$ cat src/rtl/sds_pkg.sv
package sds_pkg;
    typedef enum logic [2:0] {
        ST_IDLE,
        ST_ARMED,
        ST_PULL,
        ST_RELEASE,
        ST_SYNC1,
        ST_SYNC2,
        ST_OPEN,
        ST_PUSH
    } sense_state_e;
endpackage

$ cat src/rtl/sds_frame_timer.sv
module sds_frame_timer #(
    parameter int FRAME_BITS = 256,
    localparam int CW = $clog2(FRAME_BITS)
) (
    input  logic          clk,
    input  logic          rst_n,
    input  logic          fsync,
    output logic          frame_start,
    output logic [CW-1:0] bit_pos
);
    logic fsync_q;

    assign frame_start = fsync & ~fsync_q;

    always_ff @(posedge clk or negedge rst_n) begin
        if (!rst_n) begin
            fsync_q <= 1'b0;
            bit_pos <= '0;
        end else begin
            fsync_q <= fsync;
            if (frame_start)
                bit_pos <= '0;
            else if (bit_pos == CW'(FRAME_BITS - 1))
                bit_pos <= '0;
            else
                bit_pos <= bit_pos + 1'b1;
        end
    end
endmodule

$ cat src/rtl/sds_line_sampler.sv
module sds_line_sampler #(
    parameter int SYNC_STAGES = 2
) (
    input  logic clk,
    input  logic rst_n,
    input  logic line_in,
    output logic line_sync
);
    logic                   fall_smp;
    logic [SYNC_STAGES-1:0] sync_q;

    always_ff @(negedge clk or negedge rst_n) begin
        if (!rst_n) fall_smp <= 1'b0;
        else        fall_smp <= line_in;
    end

    generate
        if (SYNC_STAGES == 1) begin : g_one
            always_ff @(posedge clk or negedge rst_n) begin
                if (!rst_n) sync_q <= '0;
                else        sync_q <= fall_smp;
            end
        end else begin : g_chain
            always_ff @(posedge clk or negedge rst_n) begin
                if (!rst_n) sync_q <= '0;
                else        sync_q <= {sync_q[SYNC_STAGES-2:0], fall_smp};
            end
        end
    endgenerate

    assign line_sync = sync_q[SYNC_STAGES-1];
endmodule

$ cat src/rtl/sds_chan_map.sv
module sds_chan_map #(
    parameter int CHANS = 8,
    parameter int LINES = 4,
    localparam int CHW = $clog2(CHANS),
    localparam int LW  = $clog2(LINES)
) (
    input  logic           strap,
    input  logic [LW-1:0]  line_sel,
    output logic [CHW-1:0] chan_out
);
    assign chan_out = CHW'(line_sel) + (strap ? CHW'(LINES) : '0);
endmodule

$ cat src/rtl/serial_drive_sense.sv
module serial_drive_sense #(
    parameter int CHANS     = 8,
    parameter int CHAN_BITS = 32,
    parameter int MON_OFS   = 16,
    parameter int LINES     = 4,
    localparam int FRAME_BITS = CHANS * CHAN_BITS,
    localparam int CW  = $clog2(FRAME_BITS),
    localparam int CHW = $clog2(CHANS),
    localparam int LW  = $clog2(LINES)
) (
    input  logic           clk,
    input  logic           rst_n,
    input  logic           fsync,
    input  logic           strap,
    input  logic           line_in,
    input  logic           tx_en,
    input  logic           tx_bit,
    input  logic [LW-1:0]  line_sel,
    output logic           drv_en,
    output logic           drv_val,
    output logic           push_pull,
    output logic           sense_done,
    output logic [CHW-1:0] chan_out
);
    import sds_pkg::*;

    localparam int PROBE_LO = MON_OFS;
    localparam int PROBE_HI = LINES * CHAN_BITS + MON_OFS;

    sense_state_e  state, state_nx;
    logic          frame_start;
    logic [CW-1:0] bit_pos;
    logic [CW-1:0] probe_pos;
    logic          line_sync;
    logic          retried;
    logic          abort;

    sds_frame_timer #(.FRAME_BITS(FRAME_BITS)) i_timer (
        .clk(clk), .rst_n(rst_n), .fsync(fsync),
        .frame_start(frame_start), .bit_pos(bit_pos)
    );

    sds_line_sampler #(.SYNC_STAGES(2)) i_sampler (
        .clk(clk), .rst_n(rst_n), .line_in(line_in), .line_sync(line_sync)
    );

    sds_chan_map #(.CHANS(CHANS), .LINES(LINES)) i_map (
        .strap(strap), .line_sel(line_sel), .chan_out(chan_out)
    );

    assign probe_pos = strap ? CW'(PROBE_HI) : CW'(PROBE_LO);

    assign abort = frame_start &&
                   (state == ST_ARMED || state == ST_PULL || state == ST_RELEASE ||
                    state == ST_SYNC1 || state == ST_SYNC2);

    always_comb begin
        state_nx = state;
        unique case (state)
            ST_IDLE:    if (frame_start) state_nx = ST_ARMED;
            ST_ARMED:   if (abort) state_nx = retried ? ST_OPEN : ST_ARMED;
                        else if (bit_pos == probe_pos - 1'b1) state_nx = ST_PULL;
            ST_PULL:    state_nx = abort ? (retried ? ST_OPEN : ST_ARMED) : ST_RELEASE;
            ST_RELEASE: state_nx = abort ? (retried ? ST_OPEN : ST_ARMED) : ST_SYNC1;
            ST_SYNC1:   state_nx = abort ? (retried ? ST_OPEN : ST_ARMED) : ST_SYNC2;
            ST_SYNC2:   if (abort) state_nx = retried ? ST_OPEN : ST_ARMED;
                        else state_nx = line_sync ? ST_OPEN : ST_PUSH;
            ST_OPEN:    state_nx = ST_OPEN;
            ST_PUSH:    state_nx = ST_PUSH;
            default:    state_nx = ST_IDLE;
        endcase
    end

    always_ff @(posedge clk or negedge rst_n) begin
        if (!rst_n) begin
            state   <= ST_IDLE;
            retried <= 1'b0;
        end else begin
            state <= state_nx;
            if (abort) retried <= 1'b1;
        end
    end

    always_comb begin
        drv_en     = 1'b0;
        drv_val    = 1'b0;
        sense_done = 1'b0;
        push_pull  = 1'b0;
        unique case (state)
            ST_PULL: begin
                drv_en  = 1'b1;
                drv_val = 1'b0;
            end
            ST_OPEN: begin
                sense_done = 1'b1;
                drv_en     = tx_en & ~tx_bit;
            end
            ST_PUSH: begin
                sense_done = 1'b1;
                push_pull  = 1'b1;
                drv_en     = tx_en;
                drv_val    = tx_bit;
            end
            default: ;
        endcase
    end


    probe_low_only_chk: assert property (@(posedge clk) disable iff (!rst_n)
        (!sense_done && drv_en) |-> !drv_val);

    probe_slot_chk: assert property (@(posedge clk) disable iff (!rst_n)
        (state == ST_PULL) |-> (bit_pos == probe_pos));

    single_bit_chk: assert property (@(posedge clk) disable iff (!rst_n)
        (state == ST_PULL) |=> !drv_en);

    decide_open_chk: assert property (@(posedge clk) disable iff (!rst_n)
        (state == ST_SYNC2 && !frame_start && line_sync) |=> (sense_done && !push_pull));

    od_no_high_chk: assert property (@(posedge clk) disable iff (!rst_n)
        (sense_done && !push_pull) |-> !(drv_en && drv_val));

    mode_hold_chk: assert property (@(posedge clk) disable iff (!rst_n)
        sense_done |=> (sense_done && $stable(push_pull)));
endmodule

$ cat config.mk
export PLATFORM = sky130hd
export DESIGN_NAME = serial_drive_sense
export DESIGN_NICKNAME = d
export VERILOG_FILES = /design/src/rtl/sds_pkg.sv /design/src/rtl/sds_frame_timer.sv /design/src/rtl/sds_line_sampler.sv /design/src/rtl/sds_chan_map.sv /design/src/rtl/serial_drive_sense.sv
export SDC_FILE = /design/constraint.sdc
export NUM_CORES = 1
export LEC_CHECK = 0
export BUFFER_PORTS_ARGS = -buffer_cell sky130_fd_sc_hd__buf_2
export CAP_MARGIN = 20
export CORE_UTILIZATION = 34
export DETAILED_ROUTE_END_ITERATION = 12
export GPL_ROUTABILITY_DRIVEN = 1
export PLACE_DENSITY = 0.49
export SLEW_MARGIN = 30
export SYNTH_ARGS = -nofsm -noshare
export SYNTH_HDL_FRONTEND = slang
export SYNTH_HIERARCHICAL = 1
export SYNTH_SLANG_ARGS = --single-unit
$ cat constraint.sdc
create_clock -name clk -period 3.3 [get_ports clk]
set_clock_uncertainty 0.15 [all_clocks]
set_input_delay 0.66 -clock clk [delete_from_list [all_inputs] [get_ports clk]]
set_output_delay 0.66 -clock clk [all_outputs]
set_load 0.02 [all_outputs]
==> reports/qor.yml, run 1 <==
crit_path_max_fanout: 1
ys.flop_type: "dfrtp_1"
power.leakage_nw: 0.406
areaGrowthSynthToFinish_pct: 11.4
hold_buffers: 0
htreeDepth: 1
dp_slack_ps: 592
max_stage_delay_ps: 90
clockBufferDepth: 2
synth-async-reset-ratio: 1.00
grt_first_pass_wirelength_um: 2840
syn_inst: 91
design_area_um2: 975
avgSynthCellArea_um2: 9.61
overflow: 0
synth_edf_count: 0
clkTransAtPathRegs_ps: 100
seq_area_frac_synth: 0.458
wl_per_cell_um: 12.7
clkPwrFrac: 0.228
grt_usage: 0.140
die_area_um2: 2780
fp-row-count: 18
coreArea_um2: 2450
cp.buffers_inverters: 1
power.switching_uw: 189
ys_types: 39
cts-resized-gates: 0
fin_setup_tns_ps: 0
placed_area_um2: 938
p_int_uw: 373
cts_sinks: 16
setup_viol: 0
crit_chain: "buf_2"
drtIter0Drc: 9
drv_cap: 0
slowest_stage: "buf_2"
vdd_drop_max_uv: 314
outcome: "finished, final reports clean"
critPathArrivalTime_ps: 750
synth.net_count: 101
io_buffers: 11
die_x_um: 52.7
critPathRequiredTime_ps: 1650
ios: 16
worstMarginPinSlew_ps: 580
insertion_delay_ps: 280
fillers: 247
fin_util: 0.397
ant_nets: 0
dieHeight_um: 52.7
cp_top_family: "buffers and inverters"
p_seq_frac: 0.506
startpoint_type: "input pin"
worst_slack_ps: 893
dp_hpwl_um: 1190
yosys_register_bits: 16
antenna_found_initial: 0
post-cts-setup-buffers: 0
power_uw: 561
final_cells: 131
nets: 112
hold_ws_ps: 188
drive_above_1_share: 0.228
drv_slew: 0
worstSetupEndpointType: "register"
grt_max_degree: 16
via_per_inst: 5.29
yosys_warnings: 6
regArea_um2: 400
drc: 0
initial_core_util: 0.356
crit_type: "in -> reg"
cts_tree: "built"
hold_path_class: "in -> async"
rsz0062_at_grt: "false"
place_congestion: 0.710
p_per_area_nw_per_um2: 576
multi_input_area_um2: 419
vias: 693
diodes: 0
cts_made_buffers: 3
max_slew_margin: 0.612
synth_area_um2: 875
root_buffer: "clkbuf_4"
hold_violations: 0
routed_wl_um: 1660
switching_share: 0.336
first_global_vias: 635
combPwrFrac: 0.267
dp_cells: 127
first_pass_iters: 4
-- logic make-up after synthesis --
family	Yosys count	synth area share
adder cells (fa/ha/maj)	1	0.0143
AO/OA/AOI/OAI	21	0.173
AND/OR/NAND/NOR	39	0.252
buffers and inverters	10	0.0629
XOR/XNOR	4	0.0401
flip-flops	16	0.458
-- state kept, by name (all words and copies together) (netlist names) --
name                count
i_sampler/fall_smp      1
i_sampler/sync_q        2
i_timer/bit_pos         8
retried                 1
i_timer/fsync_q         1
state                   3
-- layout make-up --
class,count,share of cell area
timing repair buffer,13,0.0719
sequential,16,0.411
inverter,3,0.0116
multi-input combinational,65,0.430
tap,30,0.0385
clock buffer,4,0.0372
-- per-layer routing --
metal  part of all wire  vias to the layer above  global-route usage
li1                   -                      346                   -
met1               0.53                      323               0.189
met2               0.42                       22               0.219
met3              0.037                        2              0.0174
met4             0.0078                        0              0.0658
met5                  0                        -                   0
-- power by group through the flow --
| stage | Clock, mW | Combinational [mW] | Sequential (mW) |
|---|---|---|---|
| after detailed placement | 0 | 0.150 | 0.287 |
| final | 0.128 | 0.150 | 0.284 |
| after floorplan | 0 | 0.135 | 0.263 |
| after global placement | 0 | 0.150 | 0.286 |
| after global routing | 0.137 | 0.168 | 0.291 |
| after CTS | 0.132 | 0.150 | 0.282 |
-- synth_stat cells (2+ instances only) --
cell type,count,area (um^2)
nand2b_1,2,12.5
nand2_1,7,26.3
buf_4,4,30.0
buf_2,2,10.0
and3_1,2,12.5
o211ai_1,2,15.0
nand3_1,5,25.0
inv_1,3,11.3
nor2_1,9,33.8
o22a_1,2,17.5
dfrtp_1,15,375
xor2_1,3,26.3
o21ai_0,4,20.0
a21oi_1,5,25.0
nand4b_1,2,17.5
-- cells in the final DEF (no fill, tap or decap), types with 2 or more instances in the layout --
| cell | instances |
|---|---|
| o21ai_0 | 4 |
| inv_1 | 3 |
| nand4b_1 | 2 |
| o22a_1 | 2 |
| buf_4 | 2 |
| o211ai_1 | 2 |
| nand3_1 | 5 |
| nand2_1 | 7 |
| a21oi_1 | 5 |
| xor2_1 | 3 |
| dfrtp_1 | 15 |
| and3_1 | 2 |
| nand2b_1 | 2 |
| nor2_1 | 9 |
| buf_2 | 11 |
| clkbuf_4 | 3 |
-- path summary, 6_finish.rpt --
check                                               from                       endpoint  slack [ps]  cells after the start
min in group clk           i_sampler/sync_q[0]$_DFF_PN0_  i_sampler/sync_q[1]$_DFF_PN0_         210                      0
max reg2reg                 i_sampler/fall_smp$_DFF_NN0_  i_sampler/sync_q[0]$_DFF_PN0_        1060                      0
min reg2reg                i_sampler/sync_q[0]$_DFF_PN0_  i_sampler/sync_q[1]$_DFF_PN0_         210                      0
max                                              line_in   i_sampler/fall_smp$_DFF_NN0_         890                      1
max in group asynchronous                          rst_n   i_sampler/fall_smp$_DFF_NN0_        1340                      1
min                                                rst_n  i_sampler/sync_q[0]$_DFF_PN0_         190                      2
(Power assumes the default switching activity.)
==> run 2, diff against run 1 <==
--- a/config.mk
+++ b/config.mk
@@ -10,7 +10,7 @@
 export CORE_UTILIZATION = 34
 export DETAILED_ROUTE_END_ITERATION = 12
 export GPL_ROUTABILITY_DRIVEN = 1
-export PLACE_DENSITY = 0.49
+export PLACE_DENSITY = 0.51
 export SLEW_MARGIN = 30
 export SYNTH_ARGS = -nofsm -noshare
 export SYNTH_HDL_FRONTEND = slang
==> constraint.sdc (replaced) <==
create_clock -name clk -period 2.15 [get_ports clk]
set_clock_uncertainty 0.15 [all_clocks]
set_input_delay 0.43 -clock clk [delete_from_list [all_inputs] [get_ports clk]]
set_output_delay 0.43 -clock clk [all_outputs]
set_load 0.02 [all_outputs]
==> run 2 against run 1 <==
Global-route usage grew 0.33 points; via count is 0.58% lower; cell count rose by 1.5%; routed wire length is 0.30% higher; clock power rose by 57%; sequential power up 54%; critical path type is now reg -> out.
==> reports/qor.yml, run 2 (synthesis gave the netlist of run 1 again) <==
switching_share: 0.341  # +0.00444
grt_usage: 0.143  # +0.00330
cts_made_buffers: 3  # unchanged
max_stage_delay_ps: 530  # +440 ps
clkTransAtPathRegs_ps: 100  # about the same
setup_viol: 0  # unchanged
max_slew_margin: 0.729  # +0.117
cp_top_family: "flip-flops"
cts_tree: "built"
fillers: 258  # +4.5%
die_x_um: 52.7  # unchanged
max_clock_freq_ghz: 0.515
dp_hpwl_um: 1210  # +2.0%
htreeDepth: 1  # unchanged
clockBufferDepth: 2  # unchanged
nets: 114  # +1.8%
ant_nets: 0  # unchanged
grt_first_pass_wirelength_um: 2870  # +1.2%
p_seq_frac: 0.501  # -0.005
power.leakage_nw: 0.415  # +2.3%
dieHeight_um: 52.7  # unchanged
drive_above_1_share: 0.233  # +0.00529
clkPwrFrac: 0.231  # +0.003
drc: 0  # unchanged
combPwrFrac: 0.268  # about the same
grt_max_degree: 16  # unchanged
critPathArrivalTime_ps: 1360  # +610 ps
layout_commonest_cell: "dfrtp_1"
top_regs: "i_timer/bit_pos: 8 flops, state: 3 flops, i_sampler/sync_q: 2 flops"
rsz0062_at_grt: "false"
via_per_inst: 5.18  # -2.1%
cp.buffers_inverters: 1  # unchanged
hold_violations: 0  # unchanged
worst_slack_ps: 209  # -684 ps
place_congestion: 0.756  # +6.5%
insertion_delay_ps: 280  # about the same
die_area_um2: 2780  # unchanged
cts_sinks: 16  # unchanged
antenna_found_initial: 0  # unchanged
wl_per_cell_um: 12.5  # -1.2%
drtIter0Drc: 14  # +5
overflow: 0  # unchanged
drv_cap: 0  # unchanged
outcome: "finished, final reports clean"
fin_setup_tns_ps: 0  # unchanged
startpoint_type: "register"
first_global_vias: 653  # +2.8%
crit_path_max_fanout: 14  # +13
areaGrowthSynthToFinish_pct: 13.4
ios: 16  # unchanged
root_buffer: "clkbuf_4"
crit_chain: "and3_1 > and2_1 > buf_2"
final_cell_mix: "dfrtp_1, buf_2, nor2_1"
fp-row-count: 18  # unchanged
diodes: 0  # unchanged
largest_register_ffs: 8  # unchanged
p_int_uw: 574  # +54%
coreArea_um2: 2450  # unchanged
drv_slew: 0  # unchanged
post-route-period-util: 0.903
routed_wl_um: 1670  # +0.30%
critPathRequiredTime_ps: 1570  # -80 ps
post-cts-setup-buffers: 0  # unchanged
vias: 689  # -0.58%
min_period_ps: 1940
first_pass_iters: 5  # +1
p_per_area_nw_per_um2: 878  # +52%
power.switching_uw: 297  # +57%
io_buffers: 11  # unchanged
slowest_stage: "dfrtp_1"
hold_path_class: "in -> reg"
worstMarginPinSlew_ps: 405  # -175 ps
crit_type: "reg -> out"
initial_core_util: 0.356  # unchanged
worstSetupEndpointType: "primary output"
dp_slack_ps: 248  # -345 ps
vdd_drop_max_uv: 459  # +46%
regMostFlops: "i_timer/bit_pos"
-- run 2: path summary, 6_finish.rpt --
check | slack (ps) | startpoint | end | depth (start not counted)
min in group asynchronous | 490 | rst_n | i_sampler/sync_q[0]$_DFF_PN0_ | 3
min | 110 | fsync | i_timer/fsync_q$_DFF_PN0_ | 1
max in group asynchronous | 460 | rst_n | i_sampler/fall_smp$_DFF_NN0_ | 2
max reg2reg | 380 | i_timer/bit_pos[5]$_DFF_PN0_ | state[0]$_DFFE_PN0P_ | 4
min reg2reg | 220 | i_sampler/sync_q[0]$_DFF_PN0_ | i_sampler/sync_q[1]$_DFF_PN0_ | 0
max | 210 | state[0]$_DFFE_PN0P_ | drv_val | 3
-- run 2: repair_timing --
| action | 4_1_cts | 5_1_grt |
|---|---|---|
| gates resized for setup | 0 | 0 |
| hold endpoints to repair | 15 | 0 |
| hold buffers | 1 | 0 |
-- run 2: layout make-up --
class | count | area, um^2 | share of cell area
timing repair buffer | 15 | 87.6 | 0.0883
tap | 30 | 37.5 | 0.0378
multi-input combinational | 65 | 419 | 0.422
inverter | 3 | 11.3 | 0.0113
clock buffer | 4 | 36.3 | 0.0366
sequential | 16 | 400 | 0.404
-- run 2: metal layers --
layer / vias to the layer above / routed length, um / GRT usage
li1: 351 / - / -
met1: 318 / 900 / 0.197
met2: 18 / 692 / 0.215
met3: 2 / 63 / 0.0174
met4: 0 / 12 / 0.0789
met5: - / 0 / 0
-- run 2: metrics by stage --
| step | instances | utilization | hold WS [ps] | area (um^2) | power [mW] |
|---|---|---|---|---|---|
| after floorplan | 91 | - | -15.6 | 875 | 0.610 |
| after global placement | 128 | 0.385 | 183 | 946 | 0.671 |
| after detailed placement | 128 | 0.385 | 196 | 946 | 0.672 |
| after CTS | 133 | 0.404 | 101 | 992 | 0.877 |
| after global routing | 133 | 0.404 | 106 | 992 | 0.926 |
| final | 133 | 0.404 | 111 | 992 | 0.871 |
-- run 2: power groups by stage --
stage                     logic [mW]  clock network, mW  registers, mW
after detailed placement       0.231                  0          0.441
final                          0.233              0.201          0.437
after global routing           0.265              0.214          0.447
after floorplan                0.207                  0          0.403
after global placement         0.231                  0          0.440
after CTS                      0.235              0.208          0.435
==> run 3, diff against run 2 <==
--- a/config.mk
+++ b/config.mk
@@ -5,12 +5,14 @@
 export SDC_FILE = /design/constraint.sdc
 export NUM_CORES = 1
 export LEC_CHECK = 0
+export ABC_AREA = 1
 export BUFFER_PORTS_ARGS = -buffer_cell sky130_fd_sc_hd__buf_2
 export CAP_MARGIN = 20
 export CORE_UTILIZATION = 34
 export DETAILED_ROUTE_END_ITERATION = 12
 export GPL_ROUTABILITY_DRIVEN = 1
 export PLACE_DENSITY = 0.51
+export SETUP_SLACK_MARGIN = 0.4
 export SLEW_MARGIN = 30
 export SYNTH_ARGS = -nofsm -noshare
 export SYNTH_HDL_FRONTEND = slang
==> run 3 against run 2 <==
Clock power is 2% higher; cell count is 31% higher; critical path depth is 4 higher; die area is 3.4% higher; via count is 13% higher; register-to-register slack better by 100 ps; non-clock buffer count is 8 higher; routed wire length is 16% higher; core utilization is 5.5 points higher; critical path type unchanged.
==> reports/qor.yml, run 3 <==
outcome: "finished, final reports clean"
drive_above_1_share: 0.340  # +0.107
hold_path_class: "in -> reg"
final_cell_mix: "nand2_1, inv_1, nor2_1"
cts_made_buffers: 3  # unchanged
yosysTopAreaCell: "dfrtp_1"
critPathArrivalTime_ps: 1300  # -60 ps
routed_wl_um: 1940  # +16%
netlist_top_cells_area: "dfrtp_1, nand2_1, inv_1, nor2_1, nand3_1"
max_clock_freq_ghz: 0.532  # +3.3%
root_buffer: "clkbuf_4"
grt_util_met2: 0.229  # +0.0140
largest_register_ffs: 8  # unchanged
clkPwrFrac: 0.208  # -0.023
p_seq_frac: 0.407  # -0.094
vdd_drop_max_uv: 513  # +12%
fin_util: 0.459  # +0.0553
startpoint_type: "register"
synth_most_common_cell: "nand2_1"
min_period_ps: 1880  # -62.8 ps
htreeDepth: 1  # unchanged
nets: 155  # +36%
io_buffers: 11  # unchanged
yosys_warnings: 6  # unchanged
die_x_um: 53.6  # +1.7%
via_per_inst: 4.49  # -13%
drc: 0  # unchanged
power.leakage_nw: 0.567  # +36%
dp_hpwl_um: 1320  # +9.0%
seq_area_frac_synth: 0.442  # -0.0158
combPwrFrac: 0.386  # +0.118
fp-row-count: 18  # unchanged
grt_usage: 0.154  # +0.0108
holdPathStages: 1  # unchanged
switching_share: 0.353  # +0.0127
coreArea_um2: 2500  # +1.8%
insertion_delay_ps: 290  # about the same
setup_viol: 0  # unchanged
post-route-period-util: 0.873  # -0.0292
synth.net_count: 130  # +29%
p_per_area_nw_per_um2: 865  # -1.4%
synth_area_um2: 906  # +3.6%
layout_commonest_cell: "nand2_1"
first_pass_iters: 4  # -1
synth_top_area_frac: 0.414  # -0.0148
grtUsageMet3: 0.0508  # +0.0335
ios: 16  # unchanged
hold_ws_ps: 105  # -5.74 ps
busiest_layer: "met2"
initial_core_util: 0.362  # +0.00609
wl_per_cell_um: 11.1  # -11%
synth_edf_count: 0  # unchanged
fin_setup_tns_ps: 0  # unchanged
worstSetupEndpointType: "primary output"
hold_violations: 0  # unchanged
antenna_found_initial: 0  # unchanged
areaGrowthSynthToFinish_pct: 26.8
power.switching_uw: 351  # +18%
reg2reg_slack_ps: 480  # +100 ps
p_int_uw: 642  # +12%
drv_slew: 0  # unchanged
diodes: 0  # unchanged
synth_common_cells: "nand2_1, inv_1, dfrtp_1"
drv_cap: 0  # unchanged
clkTransAtPathRegs_ps: 100  # about the same
syn_inst: 120  # +32%
ys_types: 25  # -36%
place_congestion: 0.741  # -2.0%
reg2regPathDepth: 0  # -4
grt_first_pass_wirelength_um: 3040  # +6.0%
critPathRequiredTime_ps: 1570  # about the same
yosys_register_bits: 16  # unchanged
cts_sinks: 16  # unchanged
ant_nets: 0  # unchanged
ys.flop_type: "dfrtp_1"
crit_path_max_fanout: 2  # -12
max_slew_margin: 0.867  # +0.138
rsz0062_at_grt: "true"
first_global_vias: 692  # +6.0%
grt_use_met1: 0.208  # +0.0106
clockBufferDepth: 2  # unchanged
cts_tree: "built"
vias: 782  # +13%
synth-async-reset-ratio: 1.00  # unchanged
dieHeight_um: 53.6  # +1.7%
die_area_um2: 2870  # +3.4%
overflow: 0  # unchanged
power_uw: 993  # +14%
avgSynthCellArea_um2: 7.55  # -21%
top_regs: "i_timer/bit_pos: 8 flops, state: 3 flops, i_sampler/sync_q: 2 flops"
grt_max_degree: 16  # unchanged
worstMarginPinSlew_ps: 200  # -205 ps
crit_type: "reg -> out"
drtIter0Drc: 18  # +4
regMostFlops: "i_timer/bit_pos"
## run 3: cell types whose count changed after synthesis, sizes merged, moves of 3 or more
cell	delta
nand3	+3
nor2	+8
inv	+18
o21ai	+3
buf	-3
nand2	+28
## run 3: layer usage
| metal | routed length [um] | part of all wire |
|---|---|---|
| met1 | 991 | 0.51 |
| met2 | 875 | 0.45 |
| met3 | 61 | 0.031 |
| met4 | 10 | 0.0052 |
| met5 | 0 | 0 |
## run 3: logic make-up after synthesis
kind of cell,Yosys count,share of synthesized area
AND/OR/NAND/NOR,64,0.316
adder cells (fa/ha/maj),1,0.0138
flip-flops,16,0.442
AO/OA/AOI/OAI,13,0.0967
buffers and inverters,24,0.112
XOR/XNOR,2,0.0193
## run 3: path summary, 6_finish.rpt
check / from / endpoint
max: state[0]$_DFFE_PN0P_ / drv_en
min: fsync / i_timer/fsync_q$_DFF_PN0_
max reg2reg: i_sampler/fall_smp$_DFF_NN0_ / i_sampler/sync_q[0]$_DFF_PN0_
min reg2reg: i_sampler/sync_q[0]$_DFF_PN0_ / i_sampler/sync_q[1]$_DFF_PN0_
min in group asynchronous: rst_n / i_timer/bit_pos[6]$_DFF_PN0_
max in group asynchronous: rst_n / i_sampler/fall_smp$_DFF_NN0_
## run 3: cell type report
type | count | area, um^2
Clock buffer | 4 | 36.3
Fill cell | 256 | 1350
Inverter | 21 | 78.8
Multi-Input combinational cell | 80 | 432
Sequential cell | 16 | 404
Tap cell | 30 | 37.5
Timing Repair Buffer | 23 | 160
## run 3: critical path: stages (launching register included)
cell,delay (ps)
dfrtp_2,440
nand2_2,90
inv_2,50
nand2_2,60
inv_2,40
o21ai_2,130
o21ai_2,70
buf_6,120
## run 3: repair_timing
item / in CTS / in global routing
hold endpoints to repair: 15 / 0
buffers inserted: 8 / 1
setup endpoints to repair: 4 / 4
pin swaps: 3 / 3
gates resized for setup: 11 / 5
hold buffers: 1 / 0
## run 3: power groups by stage
stage	combinational (mW)	clock [mW]	sequential [mW]
floorplan	0.162	0	0.405
global placement	0.209	0	0.415
detailed placement	0.212	0	0.417
CTS	0.342	0.216	0.401
global route	0.414	0.229	0.411
finish	0.383	0.206	0.404
## run 3: through the flow
| stage | worst slack, ps | area, um^2 | instances |
|---|---|---|---|
| final | 272 | 1150 | 174 |
| after global routing | 212 | 1150 | 174 |
| after CTS | 276 | 1120 | 173 |
| after detailed placement | 245 | 995 | 160 |
| after global placement | 248 | 995 | 160 |
| after floorplan | 351 | 910 | 120 |
